`src/rtl/spi_byte_pkg.sv`:
```
package spi_byte_pkg;
  localparam int REG_W         = 32;
  localparam int CTRL_RDY_BIT  = 1;
  localparam int CTRL_CS_LSB   = 16;
  localparam int CFG_PHA_BIT   = 6;
  localparam int CFG_POL_BIT   = 7;
  localparam int CFG_FLUSH_BIT = 9;

  typedef struct packed {
    logic cpol;
    logic cpha;
  } spi_mode_t;
endpackage

```
`src/rtl/spi_byte_regs.sv`:
```
module spi_byte_regs
  import spi_byte_pkg::*;
#(
  parameter int ADDR_W  = 4,
  parameter int NUM_CS  = 4,
  parameter int PRESC_W = 5,
  parameter int BITS    = 8
) (
  input  logic               clk,
  input  logic               rst,
  input  logic               wr,
  input  logic [ADDR_W-1:0]  addr,
  input  logic [REG_W-1:0]   wdata,
  input  logic               busy,
  input  logic [BITS-1:0]    rx_byte,
  output logic [REG_W-1:0]   rdata,
  output logic [NUM_CS-1:0]  cs_n,
  output logic [PRESC_W-1:0] presc,
  output spi_mode_t          mode,
  output logic               flush,
  output logic               start,
  output logic [BITS-1:0]    tx_byte
);
  localparam logic [ADDR_W-1:0] A_CTRL = ADDR_W'(4'h0);
  localparam logic [ADDR_W-1:0] A_CFG  = ADDR_W'(4'h4);
  localparam logic [ADDR_W-1:0] A_TX   = ADDR_W'(4'h8);
  localparam logic [ADDR_W-1:0] A_RX   = ADDR_W'(4'hC);

  logic [NUM_CS-1:0] cs_en;
  logic [REG_W-1:0]  rd_next;
  logic              wr_ctrl, wr_cfg, wr_tx;
  logic              unused_wbits;

  assign unused_wbits = ^wdata;
  assign wr_ctrl = wr && (addr == A_CTRL);
  assign wr_cfg  = wr && (addr == A_CFG);
  assign wr_tx   = wr && (addr == A_TX);
  assign start   = wr_tx && !busy;
  assign tx_byte = wdata[BITS-1:0];

  always_ff @(posedge clk) begin
    if (rst) begin
      cs_en <= '0;
      cs_n  <= '1;
      presc <= '0;
      mode  <= '0;
      flush <= 1'b0;
    end else begin
      flush <= 1'b0;
      if (wr_ctrl) begin
        cs_en <= wdata[CTRL_CS_LSB +: NUM_CS];
        cs_n  <= ~wdata[CTRL_CS_LSB +: NUM_CS];
      end
      if (wr_cfg) begin
        presc     <= wdata[PRESC_W-1:0];
        mode.cpha <= wdata[CFG_PHA_BIT];
        mode.cpol <= wdata[CFG_POL_BIT];
        flush     <= wdata[CFG_FLUSH_BIT];
      end
    end
  end

  always_comb begin
    rd_next = '0;
    unique case (addr)
      A_CTRL: begin
        rd_next[CTRL_CS_LSB +: NUM_CS] = cs_en;
        rd_next[CTRL_RDY_BIT]          = ~busy;
      end
      A_CFG: begin
        rd_next[PRESC_W-1:0]  = presc;
        rd_next[CFG_PHA_BIT]  = mode.cpha;
        rd_next[CFG_POL_BIT]  = mode.cpol;
        rd_next[CFG_FLUSH_BIT] = flush;
      end
      A_RX:    rd_next[BITS-1:0] = rx_byte;
      default: rd_next = '0;
    endcase
  end

  always_ff @(posedge clk) begin
    if (rst) rdata <= '0;
    else     rdata <= rd_next;
  end
endmodule

```
`src/rtl/spi_byte_clkgen.sv`:
```
module spi_byte_clkgen #(
  parameter int PRESC_W = 5
) (
  input  logic               clk,
  input  logic               rst,
  input  logic               run,
  input  logic [PRESC_W-1:0] presc,
  output logic               tick
);
  logic [PRESC_W-1:0] cnt;
  logic [PRESC_W-1:0] half_m1;

  always_comb begin
    if (presc < PRESC_W'(2)) half_m1 = '0;
    else                     half_m1 = (presc >> 1) - PRESC_W'(1);
  end

  assign tick = run && (cnt == half_m1);

  always_ff @(posedge clk) begin
    if (rst || !run || tick) cnt <= '0;
    else                     cnt <= cnt + PRESC_W'(1);
  end
endmodule

```
`src/rtl/spi_byte_shifter.sv`:
```
module spi_byte_shifter
  import spi_byte_pkg::*;
#(
  parameter int BITS = 8
) (
  input  logic            clk,
  input  logic            rst,
  input  logic            start,
  input  logic [BITS-1:0] tx_byte,
  input  spi_mode_t       mode,
  input  logic            tick,
  input  logic            flush,
  input  logic            miso,
  output logic            busy,
  output logic            sck,
  output logic            mosi,
  output logic [BITS-1:0] rx_byte
);
  localparam int EDGES  = 2 * BITS;
  localparam int ECNT_W = $clog2(EDGES);
  localparam logic [ECNT_W-1:0] LAST = ECNT_W'(EDGES - 1);

  logic [ECNT_W-1:0] edge_cnt;
  logic [BITS-1:0]   tx_sr, rx_sr;
  logic              leading, sample_now, shift_now;

  assign leading    = ~edge_cnt[0];
  assign sample_now = mode.cpha ? !leading : leading;
  assign shift_now  = mode.cpha ? (leading && edge_cnt != '0)
                                : (!leading && edge_cnt != LAST);
  assign mosi       = tx_sr[BITS-1];

  always_ff @(posedge clk) begin
    if (rst) begin
      busy     <= 1'b0;
      sck      <= 1'b0;
      edge_cnt <= '0;
      tx_sr    <= '0;
      rx_sr    <= '0;
      rx_byte  <= '0;
    end else begin
      if (flush) rx_byte <= '0;
      if (!busy) begin
        sck <= mode.cpol;
        if (start) begin
          busy     <= 1'b1;
          tx_sr    <= tx_byte;
          edge_cnt <= '0;
        end
      end else if (tick) begin
        sck      <= ~sck;
        edge_cnt <= edge_cnt + ECNT_W'(1);
        if (sample_now) rx_sr <= {rx_sr[BITS-2:0], miso};
        if (shift_now)  tx_sr <= {tx_sr[BITS-2:0], 1'b0};
        if (edge_cnt == LAST) begin
          busy    <= 1'b0;
          rx_byte <= sample_now ? {rx_sr[BITS-2:0], miso} : rx_sr;
        end
      end
    end
  end
endmodule

```
`src/rtl/spi_byte_master.sv`:
```
module spi_byte_master
  import spi_byte_pkg::*;
#(
  parameter int ADDR_W  = 4,
  parameter int NUM_CS  = 4,
  parameter int PRESC_W = 5,
  parameter int BITS    = 8
) (
  input  logic              clk,
  input  logic              rst,
  input  logic              bus_wr,
  input  logic [ADDR_W-1:0] bus_addr,
  input  logic [31:0]       bus_wdata,
  output logic [31:0]       bus_rdata,
  output logic              spi_sck,
  output logic              spi_mosi,
  input  logic              spi_miso,
  output logic [NUM_CS-1:0] spi_cs_n
);
  logic [PRESC_W-1:0] presc_w;
  spi_mode_t          mode_w;
  logic               cpol_w;
  logic               flush_w, start_w, busy_w, tick_w;
  logic [BITS-1:0]    tx_byte_w, rx_byte_w;

  assign cpol_w = mode_w.cpol;

  spi_byte_regs #(
    .ADDR_W(ADDR_W), .NUM_CS(NUM_CS), .PRESC_W(PRESC_W), .BITS(BITS)
  ) u_regs (
    .clk(clk), .rst(rst), .wr(bus_wr), .addr(bus_addr), .wdata(bus_wdata),
    .busy(busy_w), .rx_byte(rx_byte_w), .rdata(bus_rdata), .cs_n(spi_cs_n),
    .presc(presc_w), .mode(mode_w), .flush(flush_w), .start(start_w),
    .tx_byte(tx_byte_w)
  );

  spi_byte_clkgen #(.PRESC_W(PRESC_W)) u_clkgen (
    .clk(clk), .rst(rst), .run(busy_w), .presc(presc_w), .tick(tick_w)
  );

  spi_byte_shifter #(.BITS(BITS)) u_shift (
    .clk(clk), .rst(rst), .start(start_w), .tx_byte(tx_byte_w),
    .mode(mode_w), .tick(tick_w), .flush(flush_w), .miso(spi_miso),
    .busy(busy_w), .sck(spi_sck), .mosi(spi_mosi), .rx_byte(rx_byte_w)
  );
endmodule

```
`config.mk`:
```
export PLATFORM = sky130hd
export DESIGN_NAME = spi_byte_master
export DESIGN_NICKNAME = d
export VERILOG_FILES = /design/src/rtl/spi_byte_pkg.sv /design/src/rtl/spi_byte_regs.sv /design/src/rtl/spi_byte_clkgen.sv /design/src/rtl/spi_byte_shifter.sv /design/src/rtl/spi_byte_master.sv
export SDC_FILE = /design/constraint.sdc
export NUM_CORES = 1
export LEC_CHECK = 0
export ABC_AREA = 1
export CAP_MARGIN = 20
export CORE_UTILIZATION = 52
export DETAILED_ROUTE_END_ITERATION = 10
export PLACE_DENSITY = 0.85
export RECOVER_POWER = 50
export SLEW_MARGIN = 5
export SYNTH_ARGS = -nofsm -noshare
export SYNTH_HDL_FRONTEND = slang
export SYNTH_SLANG_ARGS = --single-unit
```
`constraint.sdc`:
```
create_clock -name clk -period 3.5 [get_ports clk]
set_input_delay 0.525 -clock clk [delete_from_list [all_inputs] [get_ports clk]]
set_output_delay 0.525 -clock clk [all_outputs]
set_load 0.02 [all_outputs]
```
Word-level counts from Yosys, hierarchy flattened
Index checks and enable logic that the tools add are counted.

Flip-flop bits (word level): 83. Input bits: 40. Output and inout port bits: 38. Word-level logic and storage cells: 83.

Add/sub/neg operators: 3. Magnitude comparators: 1. Equality and inequality tests: 8. Muxes and demuxes: 25. Bitwise operators: 8. Reductions and logical operators: 20.

Operators with widths (count): $mux W8 (9); $eq A4 B4 Y1 const B (3); $mux W4 (3); $mux W1 (8); $reduce_or A2 Y1 (4); $logic_and A1 B1 Y1 (7); $not A1 Y1 (7); $pmux W3 S2 (1); $add A5 B1 Y5 const B (1); $eq A5 B5 Y1 (1); $lt A5 B2 Y1 const B (1); $mux W5 (1); $sub A4 B1 Y5 const B (1); $add A4 B1 Y4 const B (1); $eq A4 B3 Y1 const B (1); $logic_not A4 Y1 (1); $ne A2 B2 Y1 const B (2); $ne A4 B4 Y1 const B (1); $not A4 Y4 (1); $pmux W2 S2 (1); $reduce_and A2 Y1 (2); $reduce_bool A4 Y1 (1); $pmux W1 S3 (1); $reduce_and A3 Y1 (1); 4 further kinds (5).

Logic depth before layout (Yosys ltp)
Word-level depth: 6. Gate-level depth with buffers: 16. Depth with buffers taken out: 15.

Modules after synthesis
A second synthesis with hierarchy kept.

Cells, all modules: 443. Area total of the unflattened synthesis: 3196.8 um^2.

By module, submodules not included: spi_byte_shifter (times used 1, cells each 210, area each 1505.2 um^2, seq. area each 600.6 um^2); spi_byte_regs (times used 1, cells each 174, area each 1328.8 um^2, seq. area each 580.6 um^2); spi_byte_clkgen (times used 1, cells each 59, area each 362.8 um^2, seq. area each 100.1 um^2).

Worst setup path before layout
Ideal clock, no wire load.

Path kind: register -> register. Start point: reg u_regs.presc[1]. End point: reg u_shift.tx_sr[2]. Setup time: 0.113 ns. Arrival: 1.594 ns. Data required time: 3.387 ns. Setup slack: 1.793 ns. Cell stages (with the launch flop): 15. Buffers on the path: 1. Clock period less this slack: 1.707 ns. Cell sequence: dfxtp_1 -> inv_1 -> ha_1 -> inv_1 -> nand2_1 -> nand2_1 -> nand2_1 -> nand2_1 -> nor2_2 -> nand3_4 -> nand2_4 -> nand3_2 -> buf_6 -> nor2_1 -> nor2_1.

Word-level cells in the longest chain between the ends: 6. Elaborated cells on any way between the ends: 7. Classes of those cells: 1 x add/sub; 1 x order compare; 2 x eq/ne; 1 x mux; 2 x reduce/logical.

RTL lines: start, declared (RTL line spi_byte_regs.sv:18) `output logic [PRESC_W-1:0] presc,`; start signal, assigned (RTL line spi_byte_regs.sv:55) `presc <= wdata[PRESC_W-1:0];`; $sub A4 B1 Y5 or $lt A5 B2 Y1 (tied branches) (RTL line spi_byte_clkgen.sv:15, spi_byte_clkgen.sv:14); $mux W5 * (RTL line spi_byte_clkgen.sv:14) `if (presc < PRESC_W'(2)) half_m1 = '0;`; $eq A5 B5 Y1 * (RTL line spi_byte_clkgen.sv:18) `assign tick = run && (cnt == half_m1);`; $logic_and A1 B1 Y1 * (RTL line spi_byte_clkgen.sv:18); $ne A2 B2 Y1 (no source line) *; $reduce_and A3 Y1 (no source line) *; end signal, assigned (RTL line spi_byte_shifter.sv:47) `tx_sr <= tx_byte;`; end signal, assigned (RTL line spi_byte_shifter.sv:54) `if (shift_now) tx_sr <= {tx_sr[BITS-2:0], 1'b0};`; end, declared (RTL line spi_byte_shifter.sv:24) `logic [BITS-1:0] tx_sr, rx_sr;`.

Mark *: on every way between the ends. The rest lies on a longest branch, timed or not. A chain may end at the register's enable or synchronous reset.

Worst setup path in the final report
Start point: in rst. End point: reg u_clkgen.cnt[4].

Word-level cells in the longest chain between the ends: 2.

RTL lines: start, declared (RTL line spi_byte_master.sv:10) `input logic rst,`; $logic_or A1 B1 Y1 (2 in series) (RTL line spi_byte_clkgen.sv:21) `if (rst || !run || tick) cnt <= '0;`; end signal, assigned (RTL line spi_byte_clkgen.sv:22) `else cnt <= cnt + PRESC_W'(1);`; end, declared (RTL line spi_byte_clkgen.sv:10) `logic [PRESC_W-1:0] cnt;`.

No other way between the ends.

==> summary.md <==
| Metric | Value |
|---|---|
| Max VDD drop | between 0.3 and 0.4 mV |
| Initial Util | 53.72% |
| Largest area contributor in the netlist | dfxtp_1 |
| Seq/Total Area, Yosys | between 40 and 50% |
| Post-Syn Instances | ~410 |
| # H-tree levels | 3 |
| Avg WL per Cell | 11.16 µm |
| Hold WC Path Type | reg -> reg |
| Synthesized area per cell | approximately 7.2 µm² |
| RSZ-0062 raised after global routing | false |
| Grt total ovfl | 0 |
| Minimum clock period | 2.721 ns |
| P&R area growth vs syn | 18.57% |
| Sw power | 0.3682 mW |
| GRT Total Usage | 21.43% |
| Worst Slack Setup Final | 0.7792 ns |
| CTS root buf | clkbuf_8 |
| Seq pwr share | 45.9% |
| Number of flops mapped to enable cells by yosys | 0 |
| Detailed-route wire length | 5.861 mm |
| Antenna viol nets, final | 0 |
| N_diodes | 0 |
| Setup WS pre-CTS | 1.185 ns |
| Setup CP Type | in -> reg |
| Routability cong. | approximately 0.8 |
| Pwr Density | between 400 and 500 nW/µm² |
| Period utilisation layout | 77.74% |
| Vias/cell | about 4.9 |
| Setup Total Neg Slack | 0 ns |
| Postcts setup bufs | 0 |
| Setup violators final | 0 |
| Critical path arrival | 2.94 ns |
| Die ar. | 5994 µm² |
| Maximum root-to-sink buffer count | 2 |
| Synth Cell Area | 2958 µm² |
| Pin count of the biggest net entering global routing | 24 |
| Skew-Pair Late Insertion Delay | around 0.34 ns |
| CTS tree | built |
| Initial DRC Count | 146 |
| Pre-antenna DRT Iters | 4 |
| Worst-path clk slew | 0.07 ns |
| Sw Ratio | between 20 and 25% |
| Commonest non-fill, non-tap cell in the layout | nand2_1 |
| Fill cells | 492 |
| Fmax | 367.5 MHz |
| Primary FF master, synth | dfxtp_1 |
| Core area | 5507 µm² |
| Multi-input logic area | 1289 µm² |
| First-pass GRT wire length | between 10 and 15 mm |
| Post-CTS sizing | 0 |
| Synth area leaders | dfxtp_1, nand2_1, inv_1 |
| Max-slew headroom | 39.48% |
| Post-synth ARST share | 0% |
| MaxCap Viol Count | 0 |
| Clk_skew | 0.005987 ns |
| Clk pwr share | a little under half |
| Ratio of cells with drive above 1 in the final layout | 5.298% |
| Tightest Pin Transition | about 0.91 ns |
| DP Wirelength | 4.120 mm |
| Static Leak | 1.450 nW |
| Inst Count DP | 509 |
| Hold_buf cts | 0 |
| Cell-internal power | roughly 1.3 mW |
| Vias in the first global route | 2402 |
| Clock sinks | 64 |
| Num CTS Buffers | 9 |
| Chip height | around 77 µm |
| Number of synthesis warnings | 0 |
| Final Hold Fails | 0 |
| DRC viols | 0 |
| Number of nets in the layout | 492 |
| PortBufs | 39 |
| Max-slew violations | 0 |
| Total number of vias | 2592 |
| Finished Layout Cells | 525 |
| Initial antenna violation count | 0 |
| Crit path capture type | flop |
| Synth Register Bits | between 60 and 70 |
| Worst path required time | 3.72 ns |
| Most frequent cells in the layout | nand2_1, dfxtp_1, inv_1 |
| Die W | 77.42 µm |
| Startpoint types | primary input |
| Worst-path fanout max | 21 |
| Std-Cell Rows | 27 |
| Synth cell types | 32 |
| Combinational power share | 7.6% |
| Area share of the leading cell type in the synthesized netlist | 43.32% |
| Ports | 78 |
| Status | finished, final reports clean |
| Reg area | 1281 µm² |
==> cell families (layout without fill, tap and decap cells) <==
group | after synthesis | in the layout | share of synthesized area, %
buffers and inverters | 89 | 113 | 14.72
XOR/XNOR | 5 | 5 | 1.480
flip-flops | 64 | 64 | 43.32
AND/OR/NAND/NOR | 167 | 167 | 24.03
adder cells (fa/ha/maj) | 4 | 4 | 1.692
other | 1 | 19 | 0.1268
AO/OA/AOI/OAI | 80 | 80 | 14.30
multiplexers | 1 | 1 | 0.3384
==> power groups by stage <==
stage	registers [mW]	logic [mW]	clock network [mW]
2_1_floorplan	0.762	0.101	0
4_1_cts	0.744	0.129	0.768
3_5_place_dp	0.761	0.128	0
3_3_place_gp	0.760	0.125	0
6_report	0.744	0.123	0.753
5_1_grt	0.745	0.137	0.795
==> registers in the layout (all words and copies together) (netlist names) <==
name	cells
u_shift.rx_sr	8
u_shift.rx_byte	8
u_regs.presc	5
u_regs.flush	1
u_clkgen.cnt	5
u_regs.cs_en	4
u_shift.busy	1
u_regs.rdata	13
u_regs.mode	2
u_shift.tx_sr	8
u_shift.sck	1
u_shift.edge_cnt	4
u_regs.cs_n	4
==> critical path: stages <==
cell           delay [ns]
dlygate4sd3_1        0.52
clkbuf_1             0.68
inv_1                0.58
buf_4                0.35
nand3_1              0.20
nor2_1               0.09
==> layer usage <==
metal,vias up,global-route usage (%),share of wire (%)
met4,0,10.57,1.6
met5,-,0,0
li1,1332,-,-
met1,1175,23.89,44
met3,10,7.176,5.6
met2,75,36.37,49
==> per-stage QoR <==
step	hold WS [ns]	util (%)	cell area [µm²]	power, mW
6_report	0.4391	63.69	3507	1.621
5_1_grt	0.4642	63.69	3507	1.678
4_1_cts	0.4430	64.12	3531	1.641
3_5_place_dp	0.4331	59.85	3296	0.8892
3_3_place_gp	0.4281	59.85	3296	0.8853
2_1_floorplan	0.4160	-	3025	0.8633
==> cell type report <==
cell class / count / area share (%)
multi-input cells: 276 / 36.75
flip-flops and latches: 64 / 36.53
repair buffers: 41 / 11.45
inverters: 56 / 5.994
clock buffers: 10 / 3.639
clock inverters: 6 / 3.068
well taps: 72 / 2.569
==> path summary, 6_finish.rpt <==
| path | from | to | slack, ns | depth (start not counted) |
|---|---|---|---|---|
| max reg2reg | u_regs.presc[1]$_SDFFE_PP0P_ | u_shift.rx_byte[5]$_SDFF_PP0_ | 1.10 | 13 |
| min reg2reg | u_regs.cs_en[0]$_SDFFE_PP0P_ | u_regs.rdata[16]$_SDFF_PP0_ | 0.44 | 2 |
| max | rst | u_clkgen.cnt[4]$_SDFF_PP0_ | 0.78 | 6 |
| min | u_regs.cs_en[0]$_SDFFE_PP0P_ | u_regs.rdata[16]$_SDFF_PP0_ | 0.44 | 2 |
==> Yosys cell counts (2+ instances only) <==
library cell / instances
a21o_1: 4
ha_1: 4
inv_2: 2
xor2_1: 4
nor2_1: 50
nand2_1: 85
nand3_1: 20
inv_1: 54
o22ai_1: 7
dfxtp_1: 64
buf_4: 22
a21oi_1: 31
clkbuf_1: 7
nor2_2: 2
o21ai_0: 37
nand3_2: 2
No activity file was read; power rests on OpenSTA's default activity.
